--- src/rtl/ecc_codec_pkg.sv ---
package ecc_codec_pkg;

    localparam int DATA_W = 32;
    localparam int HAM_W  = 7;
    localparam int CODE_W = DATA_W + HAM_W + 1;
    localparam int REG_AW = 3;
    localparam int REG_W  = 32;
    localparam int SYN_W  = HAM_W + 1;

    localparam logic [REG_AW-1:0] RG_CTRL  = 3'd0;
    localparam logic [REG_AW-1:0] RG_STAT  = 3'd1;
    localparam logic [REG_AW-1:0] RG_LADDR = 3'd2;
    localparam logic [REG_AW-1:0] RG_LSYN  = 3'd3;
    localparam logic [REG_AW-1:0] RG_MLO   = 3'd4;
    localparam logic [REG_AW-1:0] RG_MHI   = 3'd5;

    // Column table: data bit j gets the j-th non-power-of-two value >= 3
    function automatic logic [DATA_W*HAM_W-1:0] build_columns();
        logic [DATA_W*HAM_W-1:0] tbl;
        int n;
        tbl = '0;
        n = 0;
        for (int k = 3; k < (1 << HAM_W); k++) begin
            if (((k & (k - 1)) != 0) && (n < DATA_W)) begin
                tbl[n*HAM_W +: HAM_W] = k[HAM_W-1:0];
                n++;
            end
        end
        return tbl;
    endfunction

    localparam logic [DATA_W*HAM_W-1:0] COLUMNS = build_columns();

    function automatic logic [HAM_W-1:0] column_of(input int j);
        return COLUMNS[j*HAM_W +: HAM_W];
    endfunction

    function automatic logic [HAM_W-1:0] check_bits(input logic [DATA_W-1:0] d);
        logic [HAM_W-1:0] h;
        h = '0;
        for (int j = 0; j < DATA_W; j++) begin
            if (d[j]) h = h ^ column_of(j);
        end
        return h;
    endfunction

    typedef struct packed {
        logic              valid;
        logic [CODE_W-1:0] code;
    } enc_state_t;

endpackage

--- src/rtl/ecc_enc.sv ---
module ecc_enc
    import ecc_codec_pkg::*;
(
    input  logic              clk,
    input  logic              rst_n,
    input  logic              in_valid,
    input  logic [DATA_W-1:0] in_data,
    input  logic [CODE_W-1:0] inj_mask,
    output logic              out_valid,
    output logic [CODE_W-1:0] out_code
);

    localparam int BODY_W = DATA_W + HAM_W;

    enc_state_t s_d, s_q;
    logic [BODY_W-1:0] body;

    always_comb begin
        s_d       = s_q;
        body      = {check_bits(in_data), in_data};
        s_d.valid = in_valid;
        if (in_valid) begin
            s_d.code = {^body, body} ^ inj_mask;
        end
    end

    always_ff @(posedge clk or negedge rst_n) begin
        if (!rst_n) s_q <= '0;
        else        s_q <= s_d;
    end

    assign out_valid = s_q.valid;
    assign out_code  = s_q.code;

    // with no mask pending, every emitted word has even parity
    p_even_parity_r1: assert property (@(posedge clk) disable iff (!rst_n)
        ($past(in_valid) && ($past(inj_mask) == '0)) |-> (^out_code == 1'b0));

endmodule

--- src/rtl/ecc_dec.sv ---
module ecc_dec
    import ecc_codec_pkg::*;
#(
    parameter int ADDR_W = 16
) (
    input  logic              clk,
    input  logic              rst_n,
    input  logic              in_valid,
    input  logic [ADDR_W-1:0] in_addr,
    input  logic [CODE_W-1:0] in_code,
    output logic              out_valid,
    output logic [DATA_W-1:0] out_data,
    output logic              out_corr,
    output logic              out_uncorr,
    output logic [ADDR_W-1:0] out_addr,
    output logic [SYN_W-1:0]  out_syn
);

    typedef struct packed {
        logic              valid;
        logic [DATA_W-1:0] data;
        logic              corr;
        logic              uncorr;
        logic [ADDR_W-1:0] addr;
        logic [SYN_W-1:0]  syn;
    } dec_state_t;

    dec_state_t s_d, s_q;

    logic [DATA_W-1:0] raw_data;
    logic [HAM_W-1:0]  raw_chk;
    logic [HAM_W-1:0]  syn;
    logic              par_bad;
    logic [DATA_W-1:0] data_hit;
    logic [HAM_W-1:0]  chk_hit;
    logic              located;

    assign raw_data = in_code[DATA_W-1:0];
    assign raw_chk  = in_code[DATA_W +: HAM_W];
    assign syn      = check_bits(raw_data) ^ raw_chk;
    assign par_bad  = ^in_code;

    // One comparator per data bit against its column
    for (genvar j = 0; j < DATA_W; j++) begin : g_data_hit
        assign data_hit[j] = (syn == column_of(j));
    end

    // Check-bit positions carry single-bit columns
    for (genvar i = 0; i < HAM_W; i++) begin : g_chk_hit
        assign chk_hit[i] = (syn == HAM_W'(1 << i));
    end

    assign located = (|data_hit) | (|chk_hit) | (syn == '0);

    always_comb begin
        s_d        = s_q;
        s_d.valid  = in_valid;
        s_d.corr   = 1'b0;
        s_d.uncorr = 1'b0;
        if (in_valid) begin
            s_d.addr = in_addr;
            s_d.syn  = {par_bad, syn};
            if (par_bad && located) begin
                s_d.data = raw_data ^ data_hit;
                s_d.corr = 1'b1;
            end else begin
                s_d.data   = raw_data;
                s_d.uncorr = (par_bad && !located) || (!par_bad && (syn != '0));
            end
        end
    end

    always_ff @(posedge clk or negedge rst_n) begin
        if (!rst_n) s_q <= '0;
        else        s_q <= s_d;
    end

    assign out_valid  = s_q.valid;
    assign out_data   = s_q.data;
    assign out_corr   = s_q.corr;
    assign out_uncorr = s_q.uncorr;
    assign out_addr   = s_q.addr;
    assign out_syn    = s_q.syn;

    // a result is never both repaired and unrepairable
    p_one_verdict_r4: assert property (@(posedge clk) disable iff (!rst_n)
        !(out_corr && out_uncorr));

    // a word with no mismatch at all is reported clean
    p_clean_word_r2: assert property (@(posedge clk) disable iff (!rst_n)
        (out_valid && (out_syn == '0)) |-> (!out_corr && !out_uncorr));

endmodule

--- src/rtl/ecc_regs.sv ---
module ecc_regs
    import ecc_codec_pkg::*;
#(
    parameter int ADDR_W = 16
) (
    input  logic              clk,
    input  logic              rst_n,
    input  logic              ev_valid,
    input  logic              ev_corr,
    input  logic              ev_uncorr,
    input  logic [ADDR_W-1:0] ev_addr,
    input  logic [SYN_W-1:0]  ev_syn,
    input  logic              wr_fire,
    input  logic              reg_we,
    input  logic [REG_AW-1:0] reg_addr,
    input  logic [REG_W-1:0]  reg_wdata,
    output logic [CODE_W-1:0] inj_mask,
    output logic              irq,
    output logic [REG_W-1:0]  reg_rdata
);

    localparam int HI_W = CODE_W - REG_W;

    typedef struct packed {
        logic [1:0]        ctrl;
        logic              st_corr;
        logic              st_uncorr;
        logic [ADDR_W-1:0] laddr;
        logic [SYN_W-1:0]  lsyn;
        logic [CODE_W-1:0] mask;
    } reg_state_t;

    reg_state_t s_d, s_q;
    logic [1:0] w1c;
    logic       ev_any;

    always_comb begin
        s_d    = s_q;
        w1c    = (reg_we && (reg_addr == RG_STAT)) ? reg_wdata[1:0] : 2'b00;
        ev_any = ev_valid && (ev_corr || ev_uncorr);

        s_d.st_corr   = (s_q.st_corr   & ~w1c[0]) | (ev_valid & ev_corr);
        s_d.st_uncorr = (s_q.st_uncorr & ~w1c[1]) | (ev_valid & ev_uncorr);

        if (ev_any && !s_q.st_uncorr) begin
            s_d.laddr = ev_addr;
            s_d.lsyn  = ev_syn;
        end

        if (reg_we && (reg_addr == RG_CTRL)) s_d.ctrl = reg_wdata[1:0];

        if (wr_fire) s_d.mask = '0;
        if (reg_we && (reg_addr == RG_MLO)) s_d.mask[REG_W-1:0]      = reg_wdata;
        if (reg_we && (reg_addr == RG_MHI)) s_d.mask[CODE_W-1:REG_W] = reg_wdata[HI_W-1:0];
    end

    always_ff @(posedge clk or negedge rst_n) begin
        if (!rst_n) s_q <= '0;
        else        s_q <= s_d;
    end

    always_comb begin
        case (reg_addr)
            RG_CTRL:  reg_rdata = {{(REG_W-2){1'b0}}, s_q.ctrl};
            RG_STAT:  reg_rdata = {{(REG_W-2){1'b0}}, s_q.st_uncorr, s_q.st_corr};
            RG_LADDR: reg_rdata = {{(REG_W-ADDR_W){1'b0}}, s_q.laddr};
            RG_LSYN:  reg_rdata = {{(REG_W-SYN_W){1'b0}}, s_q.lsyn};
            RG_MLO:   reg_rdata = s_q.mask[REG_W-1:0];
            RG_MHI:   reg_rdata = {{(REG_W-HI_W){1'b0}}, s_q.mask[CODE_W-1:REG_W]};
            default:  reg_rdata = '0;
        endcase
    end

    assign inj_mask = s_q.mask;
    assign irq      = (s_q.st_corr & s_q.ctrl[0]) | (s_q.st_uncorr & s_q.ctrl[1]);

    // a corrected-error flag stays set until cleared by a written one
    p_status_sticky_r5: assert property (@(posedge clk) disable iff (!rst_n)
        ($past(s_q.st_corr) && !($past(reg_we) && ($past(reg_addr) == RG_STAT)
            && $past(reg_wdata[0]))) |-> s_q.st_corr);

    // while an uncorrectable error is held, the logged address is frozen
    p_log_frozen_r6: assert property (@(posedge clk) disable iff (!rst_n)
        $past(s_q.st_uncorr) |-> $stable(s_q.laddr));

    // the interrupt only rises after an error event or an enable write
    p_irq_cause_r7: assert property (@(posedge clk) disable iff (!rst_n)
        $rose(irq) |-> ($past(ev_valid) || $past(reg_we)));

    // a mask is consumed by the write it was applied to
    p_mask_one_shot_r8: assert property (@(posedge clk) disable iff (!rst_n)
        ($past(wr_fire) && !$past(reg_we)) |-> (inj_mask == '0));

endmodule

--- src/rtl/ecc_word_codec.sv ---
module ecc_word_codec
    import ecc_codec_pkg::*;
#(
    parameter int ADDR_W = 16
) (
    input  logic              clk,
    input  logic              rst_n,
    input  logic              wr_valid,
    input  logic [DATA_W-1:0] wr_data,
    output logic              wr_code_valid,
    output logic [CODE_W-1:0] wr_code,
    input  logic              rd_valid,
    input  logic [ADDR_W-1:0] rd_addr,
    input  logic [CODE_W-1:0] rd_code,
    output logic              rd_out_valid,
    output logic [DATA_W-1:0] rd_out_data,
    output logic              rd_out_corr,
    output logic              rd_out_uncorr,
    output logic              irq,
    input  logic              reg_we,
    input  logic [REG_AW-1:0] reg_addr,
    input  logic [REG_W-1:0]  reg_wdata,
    output logic [REG_W-1:0]  reg_rdata
);

    logic [CODE_W-1:0] inj_mask;
    logic [ADDR_W-1:0] ev_addr;
    logic [SYN_W-1:0]  ev_syn;

    ecc_enc u_enc (
        .clk       (clk),
        .rst_n     (rst_n),
        .in_valid  (wr_valid),
        .in_data   (wr_data),
        .inj_mask  (inj_mask),
        .out_valid (wr_code_valid),
        .out_code  (wr_code)
    );

    ecc_dec #(.ADDR_W(ADDR_W)) u_dec (
        .clk        (clk),
        .rst_n      (rst_n),
        .in_valid   (rd_valid),
        .in_addr    (rd_addr),
        .in_code    (rd_code),
        .out_valid  (rd_out_valid),
        .out_data   (rd_out_data),
        .out_corr   (rd_out_corr),
        .out_uncorr (rd_out_uncorr),
        .out_addr   (ev_addr),
        .out_syn    (ev_syn)
    );

    ecc_regs #(.ADDR_W(ADDR_W)) u_regs (
        .clk       (clk),
        .rst_n     (rst_n),
        .ev_valid  (rd_out_valid),
        .ev_corr   (rd_out_corr),
        .ev_uncorr (rd_out_uncorr),
        .ev_addr   (ev_addr),
        .ev_syn    (ev_syn),
        .wr_fire   (wr_valid),
        .reg_we    (reg_we),
        .reg_addr  (reg_addr),
        .reg_wdata (reg_wdata),
        .inj_mask  (inj_mask),
        .irq       (irq),
        .reg_rdata (reg_rdata)
    );

endmodule

--- config.mk ---
export PLATFORM = sky130hd
export DESIGN_NAME = ecc_word_codec
export DESIGN_NICKNAME = d
export VERILOG_FILES = /design/src/rtl/ecc_codec_pkg.sv /design/src/rtl/ecc_enc.sv /design/src/rtl/ecc_dec.sv /design/src/rtl/ecc_regs.sv /design/src/rtl/ecc_word_codec.sv
export SDC_FILE = /design/constraint.sdc
export NUM_CORES = 1
export LEC_CHECK = 0
export CORE_MARGIN = 2
export CORE_UTILIZATION = 30
export CTS_CLUSTER_SIZE = 16
export DETAILED_ROUTE_END_ITERATION = 8
export SETUP_SLACK_MARGIN = 0.4
export SKIP_CTS_REPAIR_TIMING = 1
export SYNTH_ARGS = -nofsm -noshare
export SYNTH_HDL_FRONTEND = slang
export SYNTH_SLANG_ARGS = --single-unit
--- constraint.sdc ---
create_clock -name clk -period 3.71 [get_ports clk]
set_input_delay 0.371 -clock clk [delete_from_list [all_inputs] [get_ports clk]]
set_output_delay 0.371 -clock clk [all_outputs]
set_load 0.01 [all_outputs]
Word-level counts from Yosys, hierarchy flattened --
Cells that the tools add are included.
Cells by class: $add $sub $neg 0, multiply operators 0, divide/modulo/power cells 0, $lt $le $gt $ge 0, equal/unequal tests 44, shift-type cells 0, mux-type cells 73, bitwise logic cells 78, reductions and logical operators 23
Operators with widths (count):
- case mux 32 bit (6 select lines) | 1
- two-way mux 5 bit | 30
- == test 7 x 5 -> 1 bit (second input constant) | 16
- inverter 3 bit | 26
- two-way mux 6 bit | 12
- two-way mux 32 bit | 2
- == test 7 x 4 -> 1 bit (second input constant) | 8
- two-way mux 4 bit | 14
- == test 7 x 6 -> 1 bit (second input constant) | 7
- two-way mux 40 bit | 1
- inverter 4 bit | 10
- XOR reduction 40 bit | 1
- bitwise XOR 40 bit | 1
- XOR reduction 39 bit | 1
- inverter 2 bit | 16
- OR reduction 32 bit | 1
- bitwise XOR 32 bit | 1
- == test 7 x 3 -> 1 bit (second input constant) | 4
- two-way mux 26 bit | 1
- two-way mux 3 bit | 6
- inverter 1 -> 2 bit | 8
- == test 7 x 2 -> 1 bit (second input constant) | 2
- inverter 5 bit | 2
- logical AND 1 bit | 9
- other kinds (19) | 38
Storage, ports and cells: register bits 168, bits in latches 0, memory bits (writable) 0, bits in read-only memories 0, input port bits 128, output and inout bits 109, logic and storage cells 233, memories kept 0

Depth between registers and ports, before layout --
Gate-level depths: netlist (run 1).
depth in word-level cells 73, gate-level depth with buffers 11, gate-level depth less buffers 9

By module --
A second synthesis (run 1) with hierarchy kept.
Second synthesis, totals: cell total of the unflattened synthesis 922, area total of the unflattened synthesis 10069.7 sq um
Modules (own cells, without submodules):
- ecc_regs | instances 1, cells each 353, area each 3823.7 sq um, seq. area each 1701.6 sq um
- ecc_dec | instances 1, cells each 348, area each 3809.9 sq um, seq. area each 1476.4 sq um
- ecc_enc | instances 1, cells each 221, area each 2436.1 sq um, seq. area each 1026.0 sq um

Worst setup path after synthesis (run 1) --
OpenSTA, ideal clock, no wires.
path type in2reg, start point input port rd_code[17], end point register u_dec.s_q (netlist bit u_dec.out_uncorr), setup time 0.135 ns, arrival time 2.427 ns, required time 3.575 ns, setup slack 1.148 ns, stages 10, path buffers 1, cells stage by stage buf_2 xnor3_1 xor2_1 xnor2_1 xor2_1 or4b_1 o31ai_1 a31oi_1 o211ai_1 a21oi_1
RTL lines:
- start, declared | line ecc_word_codec.sv:14 | input logic [CODE_W-1:0] rd_code,
- end signal, assigned | line ecc_dec.sv:74 | if (!rst_n) s_q <= '0;
- end signal, assigned | line ecc_dec.sv:75 | else s_q <= s_d;
- end, declared | line ecc_dec.sv:28 | dec_state_t s_d, s_q;

==> results by group, run 1 <==
Status
  • Status: finished with violations
  • Violated checks: negative hold slack

Worst setup path
  • Buf/Inv on CP: 1
  • Crit path max fanout: 12
  • Worst EP required: 4.00 ns
  • CP Capture Type: register
  • FF-to-FF path depth: 3
  • Worst path depth: 10
  • Crit-path leading delay family: XOR/XNOR gates
  • CP max stage cell: clkdlybuf4s50_1
  • CP Class: in2reg
  • Top cell by count, worst path: xnor2_1
  • Crit-path cells: clkdlybuf4s50_1 -> xor2_1 -> xnor2_1 -> xnor2_1 -> xnor3_1 -> or2_2 -> o32ai_1 -> a221oi_1 -> o211ai_1 -> a21oi_1
  • Max incr delay on CP: 0.51 ns
  • Crit path DAT: 3.31 ns
  • CP Launch Type: primary input

Synthesis
  • Synth warn: 0
  • Syn nets: 1,019
  • Top-area cell type share of the netlist area: 0.459
  • Post-synthesis cell count: 891
  • Synth Area in Compound Gates: 0.0885
  • Count leader, synth: dfrtp_1
  • Dominant synthesized flop cell: dfrtp_1
  • Sequential share of the synthesized area: 0.459
  • Ys async rst share: 1.00
  • Yosys cell types: 42
  • Top post-synthesis cells by count: 168 x dfrtp_1, 166 x xnor2_1, 100 x nor2_1
  • Syn avg cell area: 10.3 um2
  • Simple-gate portion of the synthesized area: 0.134
  • Synth Area in XOR/XNOR: 0.213
  • Post-synth EDFFs: 0
  • Post-synthesis mux area share: 0.0818
  • Adder-cell share of the synthesized area: 0
  • Post-Syn Area: 9150 um2
  • Main combinational cell family by area after synthesis: XOR/XNOR gates
  • Top area cells in the synthesized netlist: dfrtp_1 46%, xnor2_1 16%, mux2_2 6.6%
  • Yosys top cell by area: dfrtp_1
  • Synthesis-stage register bit count: 168

STA
  • Final Max Tran Viols: 0
  • Final hold vios: 11
  • Final setup viols: 0
  • Worst slew margin: 0.291
  • Total negative setup slack: 0 ns
  • Setup Skew: 0.0111 ns
  • Min Tclk post-route: 3.02 ns
  • Fin Hold WS: -0.0352 ns
  • Period utilisation layout: 0.813
  • Slew of the pin with the lowest slew margin: 1.06 ns
  • RSZ-0062 raised after global routing: false
  • Maximum clock frequency: 0.331 GHz

Clocking
  • Root Driver: clkbuf_16
  • CTS tree: done
  • CTS clk-pin slew, worst paths: 0.07 ns
  • Clock latency on the worst-skew pair: 0.44 ns
  • H-tree depth: 4
  • Num CTS Buffers: 17
  • TritonCTS Sinks: 168
  • CTS Buffer Depth: 2

Floorplanning
  • CORE AREA: 29,900 um2
  • Die area: 31,900 um2
  • Io pins: 237
  • Initial Utilization: 0.306
  • Chip height: 179 um
  • Die X-Extent: 179 um
  • Site row count: 63

Global routing
  • First-pass GRT wire length: 40,600 um
  • Largest net degree at the start of global routing: 116
  • GRT Overall Usage: 0.167
  • Vias in the first global route: 7,149
  • Grt total ovfl: 0
  • Antenna violations before repair: 3

Routing
  • WL final: 26,300 um
  • Starting DRC count in detailed routing: 381
  • DR WL met2: 12,400 um
  • DR WL/cell: 17.4 um
  • Vias: 6,977
  • Vias per std cell: 4.61
  • Top routing layer used: met5
  • Residual DRC count: 0
  • Wire length on met1: 11,900 um
  • 1st-pass router iterations: 4
  • Met3 WL: 1650 um
  • Post-DRT Antenna Nets: 0

Power
  • Switch share: 0.363
  • VDD IR max: 0.399 mV
  • Sw Pwr: 2.51 mW
  • Cell-internal power: 4.40 mW
  • Clock Power Share: 0.262
  • Reg power frac: 0.343
  • Proportion of power drawn by combinational gates: 0.396
  • Pwr Density: 552 nW/um2
  • Leak: 4.90 nW

Place
  • Port Buf Inserts: 236
  • Hpwl dp: 19,800 um
  • Gpl congestion: 0.798

Finish
  • Nets: 1,237
  • Share of cells above drive strength 1: 0.109
  • Syn-to-layout area delta: 36.9%

Hold path
  • Hold Crit Class: in2async

Flow run
  • Max-cap viol count: 0
-- routing by layer --
layer | global-route usage | up-vias
li1 | - | 3432
met1 | 0.219 | 3320
met2 | 0.276 | 195
met3 | 0.0448 | 28
met4 | 0.0383 | 2
met5 | 0 | -
-- flip-flops by register name (all words and copies together), names as in the netlist, 8 cells and up --
register	count
u_dec.out_addr	16
u_dec.out_data	32
u_dec.out_syn	8
u_enc.out_code	40
u_regs.inj_mask	40
u_regs.s_q	28
-- stage by stage --
stage	area (um2)	setup WS, ns	power [mW]	utilization	instances
3_3_place_gp	11900	0.319	5.11	0.399	1480
3_5_place_dp	11900	0.311	5.15	0.399	1480
6_report	12500	0.693	6.91	0.419	1513
4_1_cts	12500	0.673	6.99	0.419	1512
2_1_floorplan	9150	1.15	4.15	-	891
5_1_grt	12500	0.530	7.33	0.419	1512
-- cell type report --
class,count,area [um2]
fillers,2912,17400
repair buffers,249,2470
multi-input cells,668,4740
inverters,5,18.8
clock buffers,17,425
diodes,1,2.50
clock inverters,15,180
flip-flops and latches,168,4200
well taps,390,488
-- placed cells by master, fill, tap and decap left out, types with 3 or more instances in the layout --
master	instances
nor2_1	100
o22ai_1	7
a21oi_1	72
xnor3_1	9
mux2i_1	14
nand2_1	49
clkbuf_16	17
and3_1	18
inv_1	5
mux2_2	54
xnor2_1	166
dfrtp_1	168
clkdlybuf4s50_1	233
nand3_1	6
nand2b_1	45
a22o_1	3
nor3_2	8
inv_8	5
clkinv_8	5
xor2_1	22
a221oi_1	3
buf_4	13
o21ai_0	43
a22oi_1	8
nor3_1	10
-- path summary, 6_finish.rpt --
| check | start | end | slack [ns] |
|---|---|---|---|
| worst min register to register | u_regs.s_q[47] | u_regs.s_q[47] | 0.49 |
| worst max-delay path | rd_code[3] | u_dec.out_uncorr | 0.69 |
| max in group asynchronous | rst_n | u_enc.out_code[29] | 2.86 |
| worst min-delay path | rst_n | u_enc.out_code[34] | -0.04 |
| min in group clk | rd_valid | u_dec.out_valid | 0.40 |
| worst max register to register | u_dec.out_uncorr | u_regs.s_q[44] | 1.91 |
-- logic make-up after synthesis --
family,count (synthesis)
mux,68
simple gates,252
buf+inv,55
xor+xnor,202
compound gates,146
flops,168
-- worst register-to-register path: stages, from the launching register on --
cell and delay (ns):
dfrtp_1 0.41, o211ai_1 0.51, buf_4 0.39, mux2_2 0.38
-- power groups by stage --
stage / clock (mW) / sequential, mW / combinational, mW
after floorplan: 0 / 2.41 / 1.73
after global placement: 0 / 2.40 / 2.72
after detailed placement: 0 / 2.41 / 2.74
after CTS: 1.85 / 2.37 / 2.76
after global routing: 1.94 / 2.42 / 2.98
final: 1.81 / 2.37 / 2.73
Power figures use the tool's default switching activity.
==> run 2, diff against run 1 <==
- clock period: 3.71 -> 2.9 ns (I/O delays scaled with it)
==> run 2 against run 1 <==
Against the previous run: the flow now finishes without violations; largest cell class unchanged; register-to-register slack got worse by 0.55 ns; total power grew 46%; clock skew fell by 0.0023 ns.
==> results by group, run 2 (synthesized netlist as in run 1, its figures left out) <==
Status
  • Status: finished, final reports clean

Global routing
  • Grt total ovfl: 0
  • First-pass GRT wire length: 41,700 um
  • Largest net degree at the start of global routing: 78
  • Vias in the first global route: 7,499
  • GRT Overall Usage: 0.171
  • Antenna violations before repair: 3

Worst setup path
  • Max incr delay on CP: 0.51 ns
  • Buf/Inv on CP: 3
  • CP Capture Type: primary output
  • Crit path DAT: 2.16 ns
  • Reg2reg end: u_enc.out_code[39]
  • Worst EP required: 2.61 ns
  • Crit-path cells: clkdlybuf4s50_1 -> buf_12 -> mux2_2 -> a21oi_1 -> o22ai_1 -> clkdlybuf4s50_1
  • Top cell by count, worst path: clkdlybuf4s50_1
  • CP Class: in2out
  • RR Startpoint: u_regs.inj_mask[39]
  • Crit path max fanout: 30
  • Crit path from: reg_addr[0]
  • Crit-path leading delay family: buffers and inverters
  • FF-to-FF path depth: 6
  • CP max stage cell: clkdlybuf4s50_1
  • R2R Setup Slk: 1.36 ns
  • CP Launch Type: primary input

STA
  • Min Tclk post-route: 2.45 ns
  • Total negative setup slack: 0 ns
  • Maximum clock frequency: 0.408 GHz
  • Worst slew margin: 0.505
  • Final setup viols: 0
  • Period utilisation layout: 0.844
  • Final Max Tran Viols: 0
  • Setup Skew: 0.00884 ns
  • RSZ-0062 raised after global routing: false
  • Slew of the pin with the lowest slew margin: 0.742 ns
  • Final hold vios: 0

Floorplanning
  • Io pins: 237
  • Site row count: 63
  • Die area: 31,900 um2
  • Chip height: 179 um
  • Die X-Extent: 179 um
  • CORE AREA: 29,900 um2
  • Initial Utilization: 0.306

Power
  • Reg power frac: 0.300
  • Sw Pwr: 3.55 mW
  • Clock Power Share: 0.234
  • Cell-internal power: 6.53 mW
  • Switch share: 0.353
  • Leak: 5.86 nW
  • VDD IR max: 0.535 mV
  • Proportion of power drawn by combinational gates: 0.466
  • Design Power: 10.1 mW
  • Pwr Density: 735 nW/um2

Place
  • Port Buf Inserts: 236
  • Hpwl dp: 20,400 um
  • Gpl congestion: 0.791

Routing
  • Vias: 7,386
  • Post-DRT Antenna Nets: 0
  • Residual DRC count: 0
  • DR WL/cell: 17.2 um
  • 1st-pass router iterations: 6
  • WL final: 27,400 um
  • Vias per std cell: 4.64
  • Starting DRC count in detailed routing: 306

Hold path
  • Hold Startpoint: rd_code[14]
  • Hold EP: u_dec.out_data[14]
  • Hold Crit Class: in2reg
  • Hold Crit Depth: 3

Clocking
  • Num CTS Buffers: 17
  • Clock latency on the worst-skew pair: 0.43 ns
  • CTS clk-pin slew, worst paths: 0.07 ns
  • H-tree depth: 4
  • Root Driver: clkbuf_16
  • TritonCTS Sinks: 168
  • CTS tree: done
  • CTS Buffer Depth: 2

Flow run
  • Max-cap viol count: 0

Finish
  • Most frequent cells in the layout: 197 x clkdlybuf4s50_1, 168 x dfrtp_1, 138 x xnor2_1, 97 x nor2_1, 86 x buf_4
  • Share of cells above drive strength 1: 0.215
  • Nets: 1,317
  • Most common cell after layout, fill and taps aside: clkdlybuf4s50_1
  • Syn-to-layout area delta: 49.9%
run 2: changes by cell type in the layout (fill, tap and decap cells not counted), sizes merged:
cell	delta
clkdlybuf4s50	-36
bufinv	+2
dlygate4sd3	+1
inv	-2
clkbuf	+1
clkinv	-1
dlymetal6s2s	+36
buf	+79
run 2: how the worst max path moves through the flow:
stage                     slack, ns            endpoint  cells after the start
after detailed placement      -0.38  u_dec.out_data[17]                     11
after global routing           0.34  u_dec.out_data[20]                     11
after global placement        -0.32    u_dec.out_uncorr                     11
after floorplan                0.42    u_dec.out_uncorr                     10
after CTS                      0.07  u_dec.out_data[17]                     11
final                          0.45        reg_rdata[0]                      6
run 2: routing by layer:
layer  track usage  wire length [um]
met1         0.224             12200
met2         0.276             12900
met3        0.0426              1730
met4        0.0556               512
met5             0                11
run 2: worst reg2reg max path, delay by kind of cell, from the launching register on:
family,cells,cell delay (ns)
xor gates and xnor gates,5,0.76
DFF,1,0.41
muxes,1,0.26
run 2: per-stage QoR:
step / worst slack [ns] / instances / area (um2) / hold slack (ns) / utilization
floorplan: 0.419 / 891 / 9150 / -0.00559 / -
global placement: -0.321 / 1550 / 12500 / 0.377 / 0.418
detailed placement: -0.384 / 1550 / 12500 / 0.381 / 0.418
CTS: 0.0710 / 1582 / 13100 / -0.0834 / 0.438
global route: 0.345 / 1593 / 13700 / 0.237 / 0.459
finish: 0.452 / 1593 / 13700 / 0.231 / 0.459
run 2: cell type report:
| cell class | count | area, um2 |
|---|---|---|
| fillers | 2796 | 16200 |
| multi-input cells | 668 | 5180 |
| flip-flops and latches | 168 | 4200 |
| repair buffers | 329 | 3230 |
| well taps | 390 | 488 |
| clock buffers | 18 | 439 |
| clock inverters | 14 | 163 |
| inverters | 5 | 18.8 |
| diodes | 1 | 2.50 |
run 2: power by group through the flow:
stage / combinational (mW) / sequential, mW / clock, mW
after CTS: 4.11 / 3.03 / 2.42
final: 4.70 / 3.03 / 2.36
after global placement: 4.06 / 3.06 / 0
after global routing: 5.05 / 3.09 / 2.51
after floorplan: 2.22 / 3.09 / 0
after detailed placement: 4.10 / 3.07 / 0
